--- src/rtl/tri_raster_pkg.sv ---
package tri_raster_pkg;
  localparam int CW = 16;          // coordinate width
  localparam int FB = 4;           // coordinate fraction bits
  localparam int SF = 16;          // slope / edge fraction bits
  localparam int SW = 32;          // slope / edge width
  localparam int XW = CW - FB + 1; // integer pixel width
  localparam int NW = CW + 1 + SF; // divider numerator width

  typedef struct packed {
    logic signed [CW-1:0] x;
    logic signed [CW-1:0] y;
  } vtx_t;

  typedef enum logic [2:0] {
    ST_IDLE, ST_DIV, ST_SETUP, ST_ROW, ST_PIX, ST_DONE
  } walk_state_t;

  function automatic logic signed [XW-1:0] ceil_q4(input logic signed [CW-1:0] y);
    logic signed [CW:0] t;
    t = {y[CW-1], y} + (CW+1)'((1 << FB) - 1);
    return XW'(t >>> FB);
  endfunction

  function automatic logic signed [XW-1:0] ceil_q16(input logic signed [SW-1:0] v);
    logic signed [SW-1:0] t;
    t = v + SW'((1 << SF) - 1);
    return XW'(t >>> SF);
  endfunction

  function automatic logic signed [SW-1:0] snap_x(input logic signed [CW-1:0] x,
                                                  input logic signed [CW-1:0] y,
                                                  input logic signed [SW-1:0] s);
    logic [FB:0]               f;
    logic signed [SW+FB+1:0]   prod;
    logic signed [SW-1:0]      base;
    f    = (y[FB-1:0] == '0) ? '0 : ((FB+1)'(1 << FB) - (FB+1)'(y[FB-1:0]));
    prod = s * $signed({1'b0, f});
    base = {{(SW-CW){x[CW-1]}}, x};
    base = base <<< (SF - FB);
    return base + SW'(prod >>> FB);
  endfunction
endpackage

--- src/rtl/tri_cswap.sv ---
module tri_cswap
  import tri_raster_pkg::*;
(
  input  vtx_t a,
  input  vtx_t b,
  output vtx_t lo,
  output vtx_t hi
);
  logic swap;
  assign swap = b.y < a.y;
  assign lo   = swap ? b : a;
  assign hi   = swap ? a : b;
endmodule

--- src/rtl/tri_vsort.sv ---
module tri_vsort
  import tri_raster_pkg::*;
(
  input  vtx_t in0,
  input  vtx_t in1,
  input  vtx_t in2,
  output vtx_t top,
  output vtx_t mid,
  output vtx_t bot
);
  vtx_t p0, p1, q1;

  tri_cswap u_s0 (.a(in0), .b(in1), .lo(p0),  .hi(p1));
  tri_cswap u_s1 (.a(p1),  .b(in2), .lo(q1),  .hi(bot));
  tri_cswap u_s2 (.a(p0),  .b(q1),  .lo(top), .hi(mid));
endmodule

--- src/rtl/tri_slope_div.sv ---
module tri_slope_div #(
  parameter int NW = 33,
  parameter int DW = 16
) (
  input  logic          clk,
  input  logic          rst,
  input  logic          start,
  input  logic [NW-1:0] num,
  input  logic [DW-1:0] den,
  output logic          busy,
  output logic          done,
  output logic [NW-1:0] quo
);
  localparam int CNTW = $clog2(NW + 1);

  logic [DW-1:0]   rem, den_r;
  logic [NW-1:0]   q;
  logic [CNTW-1:0] cnt;
  logic [DW:0]     sh, diff;
  logic            ge;

  assign sh   = {rem, q[NW-1]};
  assign ge   = sh >= {1'b0, den_r};
  assign diff = sh - {1'b0, den_r};
  assign busy = cnt != '0;
  assign quo  = q;

  always_ff @(posedge clk) begin
    if (rst) begin
      cnt   <= '0;
      done  <= 1'b0;
      rem   <= '0;
      q     <= '0;
      den_r <= '0;
    end else begin
      done <= 1'b0;
      if (start && cnt == '0) begin
        rem   <= '0;
        q     <= num;
        den_r <= den;
        cnt   <= CNTW'(NW);
      end else if (cnt != '0) begin
        rem <= ge ? diff[DW-1:0] : sh[DW-1:0];
        q   <= {q[NW-2:0], ge};
        cnt <= cnt - 1'b1;
        if (cnt == CNTW'(1)) done <= 1'b1;
      end
    end
  end

  // partial remainder stays below the divisor during a division
  p_rem_below_den_r2: assert property (@(posedge clk) disable iff (rst)
    busy |-> (rem < den_r));
endmodule

--- src/rtl/tri_pix_out.sv ---
module tri_pix_out #(
  parameter int XW = 13
) (
  input  logic          clk,
  input  logic          rst,
  input  logic          gen_valid,
  input  logic [XW-1:0] gen_x,
  input  logic [XW-1:0] gen_y,
  input  logic          flush,
  output logic          gen_take,
  output logic          empty,
  input  logic          pix_ready,
  output logic          pix_valid,
  output logic [XW-1:0] pix_x,
  output logic [XW-1:0] pix_y,
  output logic          pix_last
);
  logic          h_valid;
  logic [XW-1:0] h_x, h_y;
  logic          out_free;

  assign out_free = !pix_valid || pix_ready;
  assign gen_take = h_valid ? out_free : 1'b1;
  assign empty    = !h_valid && !pix_valid;

  always_ff @(posedge clk) begin
    if (rst) begin
      h_valid   <= 1'b0;
      h_x       <= '0;
      h_y       <= '0;
      pix_valid <= 1'b0;
      pix_x     <= '0;
      pix_y     <= '0;
      pix_last  <= 1'b0;
    end else begin
      if (pix_valid && pix_ready) pix_valid <= 1'b0;
      if (gen_valid && gen_take) begin
        if (h_valid) begin
          pix_valid <= 1'b1;
          pix_x     <= h_x;
          pix_y     <= h_y;
          pix_last  <= 1'b0;
        end
        h_valid <= 1'b1;
        h_x     <= gen_x;
        h_y     <= gen_y;
      end else if (flush && h_valid && out_free) begin
        pix_valid <= 1'b1;
        pix_x     <= h_x;
        pix_y     <= h_y;
        pix_last  <= 1'b1;
        h_valid   <= 1'b0;
      end
    end
  end

  // a stalled pixel holds still
  p_stall_hold_r9: assert property (@(posedge clk) disable iff (rst)
    (pix_valid && !pix_ready) |=>
      (pix_valid && $stable(pix_x) && $stable(pix_y) && $stable(pix_last)));

  // nothing follows the final pixel
  p_last_drains_r7: assert property (@(posedge clk) disable iff (rst)
    (pix_valid && pix_ready && pix_last) |=> !pix_valid);
endmodule

--- src/rtl/tri_raster.sv ---
module tri_raster
  import tri_raster_pkg::*;
(
  input  logic                 clk,
  input  logic                 rst,
  input  logic                 tri_valid,
  output logic                 tri_ready,
  input  logic signed [15:0]   v0_x,
  input  logic signed [15:0]   v0_y,
  input  logic signed [15:0]   v1_x,
  input  logic signed [15:0]   v1_y,
  input  logic signed [15:0]   v2_x,
  input  logic signed [15:0]   v2_y,
  output logic                 pix_valid,
  input  logic                 pix_ready,
  output logic signed [12:0]   pix_x,
  output logic signed [12:0]   pix_y,
  output logic                 pix_last,
  output logic                 busy
);
  walk_state_t state;

  vtx_t in0, in1, in2, s_top, s_mid, s_bot;
  vtx_t vt, vm, vb, ea, eb;

  assign in0 = '{x: v0_x, y: v0_y};
  assign in1 = '{x: v1_x, y: v1_y};
  assign in2 = '{x: v2_x, y: v2_y};

  tri_vsort u_sort (.in0(in0), .in1(in1), .in2(in2),
                    .top(s_top), .mid(s_mid), .bot(s_bot));

  // edge selection for the divider: 0 long, 1 top-mid, 2 mid-bot
  logic [1:0]           eidx;
  logic                 issued;
  logic signed [CW:0]   edx, edy;
  logic [CW:0]          adx;
  logic [NW-1:0]        div_num, div_quo;
  logic                 div_start, div_busy, div_done;
  logic signed [SW-1:0] q_lo, q_signed;

  always_comb begin
    unique case (eidx)
      2'd0:    begin ea = vt; eb = vb; end
      2'd1:    begin ea = vt; eb = vm; end
      default: begin ea = vm; eb = vb; end
    endcase
  end

  assign edx       = {eb.x[CW-1], eb.x} - {ea.x[CW-1], ea.x};
  assign edy       = {eb.y[CW-1], eb.y} - {ea.y[CW-1], ea.y};
  assign adx       = edx[CW] ? CW'(0) - edx : edx;
  assign div_num   = {adx, {SF{1'b0}}};
  assign div_start = (state == ST_DIV) && (edy != '0) && !issued;
  assign q_lo      = div_quo[SW-1:0];
  assign q_signed  = edx[CW] ? -q_lo : q_lo;

  tri_slope_div #(.NW(NW), .DW(CW)) u_div (
    .clk(clk), .rst(rst), .start(div_start), .num(div_num),
    .den(edy[CW-1:0]), .busy(div_busy), .done(div_done), .quo(div_quo));

  // edge walking state
  logic signed [SW-1:0] slp_l, slp_tm, slp_mb;
  logic signed [SW-1:0] xl, xs, ss, xmb;
  logic signed [XW-1:0] row, row_mid, row_end, px, px_end;
  logic                 switched;
  logic signed [SW-1:0] lo_x, hi_x;

  assign lo_x = (xl < xs) ? xl : xs;
  assign hi_x = (xl < xs) ? xs : xl;

  logic gen_valid, gen_take, flush, out_empty;
  assign gen_valid = (state == ST_PIX) && (px < px_end);
  assign flush     = state == ST_DONE;
  assign busy      = state != ST_IDLE;
  assign tri_ready = !busy;

  always_ff @(posedge clk) begin
    if (rst) begin
      state    <= ST_IDLE;
      vt       <= '0;
      vm       <= '0;
      vb       <= '0;
      eidx     <= '0;
      issued   <= 1'b0;
      slp_l    <= '0;
      slp_tm   <= '0;
      slp_mb   <= '0;
      xl       <= '0;
      xs       <= '0;
      ss       <= '0;
      xmb      <= '0;
      row      <= '0;
      row_mid  <= '0;
      row_end  <= '0;
      px       <= '0;
      px_end   <= '0;
      switched <= 1'b0;
    end else begin
      unique case (state)
        ST_IDLE: if (tri_valid) begin
          vt     <= s_top;
          vm     <= s_mid;
          vb     <= s_bot;
          eidx   <= '0;
          issued <= 1'b0;
          state  <= ST_DIV;
        end
        ST_DIV: begin
          if (edy == '0 || (issued && div_done)) begin
            unique case (eidx)
              2'd0:    slp_l  <= (edy == '0) ? '0 : q_signed;
              2'd1:    slp_tm <= (edy == '0) ? '0 : q_signed;
              default: slp_mb <= (edy == '0) ? '0 : q_signed;
            endcase
            issued <= 1'b0;
            if (eidx == 2'd2) state <= ST_SETUP;
            else              eidx  <= eidx + 1'b1;
          end else if (!issued) begin
            issued <= 1'b1;
          end
        end
        ST_SETUP: begin
          xl       <= snap_x(vt.x, vt.y, slp_l);
          xs       <= snap_x(vt.x, vt.y, slp_tm);
          ss       <= slp_tm;
          xmb      <= snap_x(vm.x, vm.y, slp_mb);
          row      <= ceil_q4(vt.y);
          row_mid  <= ceil_q4(vm.y);
          row_end  <= ceil_q4(vb.y);
          switched <= 1'b0;
          state    <= ST_ROW;
        end
        ST_ROW: begin
          if (row >= row_end) begin
            state <= ST_DONE;
          end else if (row == row_mid && !switched) begin
            xs       <= xmb;
            ss       <= slp_mb;
            switched <= 1'b1;
          end else begin
            px     <= ceil_q16(lo_x);
            px_end <= ceil_q16(hi_x);
            state  <= ST_PIX;
          end
        end
        ST_PIX: begin
          if (gen_valid) begin
            if (gen_take) px <= px + XW'(1);
          end else begin
            row   <= row + XW'(1);
            xl    <= xl + slp_l;
            xs    <= xs + ss;
            state <= ST_ROW;
          end
        end
        ST_DONE: if (out_empty) state <= ST_IDLE;
        default: state <= ST_IDLE;
      endcase
    end
  end

  logic [XW-1:0] o_x, o_y;

  tri_pix_out #(.XW(XW)) u_out (
    .clk(clk), .rst(rst), .gen_valid(gen_valid), .gen_x(px), .gen_y(row),
    .flush(flush), .gen_take(gen_take), .empty(out_empty),
    .pix_ready(pix_ready), .pix_valid(pix_valid), .pix_x(o_x), .pix_y(o_y),
    .pix_last(pix_last));

  assign pix_x = o_x;
  assign pix_y = o_y;

  // registered vertices are in top-to-bottom order
  p_sorted_r1: assert property (@(posedge clk) disable iff (rst)
    (state != ST_IDLE) |-> (vt.y <= vm.y && vm.y <= vb.y));

  // an accepted triangle makes the block busy
  p_accept_busy_r8: assert property (@(posedge clk) disable iff (rst)
    (tri_valid && tri_ready) |=> busy);

  // pixels only appear while a triangle is in progress
  p_pix_needs_busy_r8: assert property (@(posedge clk) disable iff (rst)
    pix_valid |-> busy);

  // span generation stays inside the row range
  p_row_bound_r5: assert property (@(posedge clk) disable iff (rst)
    (state == ST_PIX) |-> (row < row_end));
endmodule

--- config.mk ---
export PLATFORM = sky130hd
export DESIGN_NAME = tri_raster
export DESIGN_NICKNAME = d
export VERILOG_FILES = /design/src/rtl/tri_raster_pkg.sv /design/src/rtl/tri_cswap.sv /design/src/rtl/tri_vsort.sv /design/src/rtl/tri_slope_div.sv /design/src/rtl/tri_pix_out.sv /design/src/rtl/tri_raster.sv
export SDC_FILE = /design/constraint.sdc
export NUM_CORES = 2
export LEC_CHECK = 0
export ABC_AREA = 1
export CAP_MARGIN = 20
export CORE_MARGIN = 2
export CORE_UTILIZATION = 50
export DETAILED_ROUTE_END_ITERATION = 10
export DONT_BUFFER_PORTS = 1
export PLACE_DENSITY = 0.72
export SETUP_SLACK_MARGIN = 0.1
export SLEW_MARGIN = 20
export SYNTH_ARGS = -nofsm -noshare
export SYNTH_HDL_FRONTEND = slang
export SYNTH_SLANG_ARGS = --single-unit
--- constraint.sdc ---
create_clock -name clk -period 10.77 [get_ports clk]
set_input_delay 0.5385 -clock clk [delete_from_list [all_inputs] [get_ports clk]]
set_output_delay 0.5385 -clock clk [all_outputs]
set_load 0.005 [all_outputs]
==> impl_metrics.tcl <==
set metrics [dict create \
    status "finished, final reports clean" \
    core_sq_um 94700 \
    synth_seq_cells 519 \
    track_usage_pct 28.2 \
    drt-total-wl_microns 140000 \
    ctsResizeCount 0 \
    diodes 0 \
    gr-total-overflow 0 \
    synth_top_family_by_area "adder cells" \
    fin_crit_ns 9.15 \
    slowest_delay_ns 0.79 \
    maxCapViolations 0 \
    ctsLongestPathBuffers 3 \
    largest_reg_flops 33 \
    crit_top_cell "nand2_1" \
    dr.pass1.iters 6 \
    port_buffers 0 \
    die_w_microns 313 \
    route.detailed.drc 0 \
    finalCritPeriodShare_pct 85.0 \
    via_per_inst 5.55 \
    gp_congestion 0.968 \
    postCtsSetupBuffers 0 \
    start_util_pct 50.2 \
    path_max_fanout 53 \
    design_area_sq_um 50400 \
    ys.warnings.count 0 \
    utilization_pct 53.2 \
    antenna_found_initial 4 \
    cp-start-kind "flip-flop" \
    fin_worst_skew_ns 0.0324 \
    totalNegativeSetupSlack_ns 0 \
    clkLatencyLatePin_ns 0.67 \
    ant_nets 0 \
    synth.yosys.seq_area_share_pct 21.8 \
    p_clk_share_pct 17.2 \
    hold_violations 0 \
    r2r_cells 48 \
    netSwitchingFraction_pct 52.9 \
    min_path_cells 1 \
    synth_fa_ha_area_share_pct 20.8 \
    placed_cell_area_sq_um 48300 \
    dieArea_sq_um 97700 \
    worstSetupPathType "flip-flop to flip-flop" \
    synthCells 7061 \
    syn_area_sq_um 47600 \
    avgSynthCellArea_sq_um 6.74 \
    power_density_nw_per_um2 249 \
    rsz0062_at_grt "no" \
    cts_root_buf "clkbuf_16" \
    grt_pass1_wl_microns 225000 \
    wl_per_cell_microns 17.2 \
    grt_max_degree 115 \
    cts_sinks 519 \
    num_vias 45400 \
    multi_input_area_sq_um 31300 \
    syn_to_final_growth_pct 5.86 \
    power_leakage_nw 24.2 \
    synth-edff-count 0 \
    required_ns 11.34 \
    path_clk_slew_ns 0.06 \
    final.fill_count 9369 \
    slew-limit-headroom_pct 25.3 \
    comb_power_share_pct 59.2 \
    worstMarginPinSlew_ns 1.12 \
    hold_class "input pin to flip-flop" \
    internal_power_mw 5.91 \
    cp_slowest_cell "inv_2" \
    dpl.hpwl_microns 108000 \
    cts_max_level 2 \
    ff_latch_area_sq_um 10400 \
    finalSetupViolations 0 \
    nets 7638 \
    drtIter0Drc 3917 \
    drv_slew 0 \
    ys.flop_type "dfxtp_1" \
    die_h_microns 313 \
    num_rows 113 \
    yosys.area_share.simple_pct 20.1 \
    yosys.area_share.xor_xnor_pct 4.12 \
    layoutNonFillerInstCount 8181 \
    cp.arrival_ns 9.72 \
    synth_async_sr_flop_share_pct 0 \
    cts_made_buffers 59 \
    crit_family "compound AO/OA/AOI/OAI gates" \
    power.switching_mw 6.63 \
    fmax_mhz 109 \
    crit_buf_inv 4 \
    dpl.cell_count 8070 \
    seqPwrFrac_pct 23.7 \
    layout-drive-gt1-share_pct 3.74 \
    irDropWorstVdd_mv 0.233 \
    cts_tree "done" \
    muxShareOfSynthArea_pct 0.0210 \
    grt_pass1_vias 42400 \
    synth.distinct_cells 71 \
    synth-compound-area-share_pct 20.6 \
    cp_num_cells 48 \
    end_kind "flip-flop" \
    boundaryPins 130 \
    syn-num-nets 7831 \
]
## cell type report
cell class,instances,share of cell area [%]
Clock inverter,26,0.733
Tap cell,1265,3.14
Clock buffer,83,3.33
Inverter,1251,9.33
Timing Repair Buffer,43,0.695
Sequential cell,519,20.6
Multi-Input combinational cell,4994,62.1
## power by group through the flow
stage	sequential [mW]	combinational, mW	clock, mW
floorplan	2.70	5.34	0
global placement	2.98	7.10	0
detailed placement	2.99	7.25	0
CTS	2.95	7.30	2.17
global route	3.00	8.24	2.25
finish	2.97	7.42	2.15
## per-stage QoR
stage	worst slack (ns)	hold WS, ns	power, mW
after detailed placement	1.73	0.450	10.2
after global routing	0.667	0.0119	13.5
final	1.62	0.0583	12.5
after CTS	1.67	0.0141	12.4
after floorplan	3.31	0.430	8.04
after global placement	1.90	0.445	10.1
## worst register-to-register path: cells and delay by family (launching register included)
kind	cells	cell delay, ns
AO/OA/AOI/OAI	19	3.61
adder cells (fa/ha/maj)	6	2.21
AND/OR/NAND/NOR	18	1.69
buffers and inverters	4	1.09
flip-flops	1	0.31
XOR/XNOR	1	0.14
## layer usage
layer,GRT usage [%],routed length (microns),share of wire (%),vias up
met3,4.09,9720,6.9,296
li1,-,-,-,22600
met5,0,0,0,-
met2,46.3,63600,45,1431
met4,12.6,6810,4.9,0
met1,36.8,60200,43,21100
## what timing repair did
action / 4_1_cts / 5_1_grt
endpoints found under the setup margin: 0 / 0
endpoints found under the hold margin: 110 / 0
hold buffers: 1 / 0
## cell families after synthesis
group	after synthesis
AOI/OAI and AO/OA	1813
xor gates and xnor gates	224
adders and majority gates	670
buffers and inverters	1548
DFF	519
muxes	1
and+or+nand+nor	2286
## placed cells by master, fill, tap and decap left out, drive strengths merged, types with 43 or more instances in the layout
| master | count |
|---|---|
| a211oi | 47 |
| o211ai | 56 |
| a21oi | 782 |
| buf | 43 |
| a31oi | 58 |
| nand3 | 354 |
| xnor2 | 73 |
| inv | 1249 |
| nand2 | 1120 |
| clkbuf | 83 |
| nor3 | 71 |
| nor2 | 656 |
| dfxtp | 519 |
| o21ai | 742 |
| fa | 200 |
| ha | 470 |
| xor2 | 151 |
## cells in the mapped netlist, types with 64 or more instances
cell	instances	area, sq um
a21oi_1	782	3910
clkbuf_1	222	833
dfxtp_1	519	10400
fa_1	200	4000
ha_1	470	5880
inv_1	1222	4590
nand2_1	1102	4140
nand3_1	347	1740
nor2_1	649	2440
nor3_1	64	320
o21ai_0	702	3510
xnor2_1	73	639
xor2_1	151	1320
## final timing paths
check | from | end | slack, ns
setup reg to reg | vt[0] | xl[30] | 1.62
setup / recovery | vt[0] | xl[30] | 1.62
hold reg to reg | vb[16] | vb[16] | 0.46
hold / removal | rst | u_div.quo[23] | 0.06
Power figures use the tool's default switching activity.
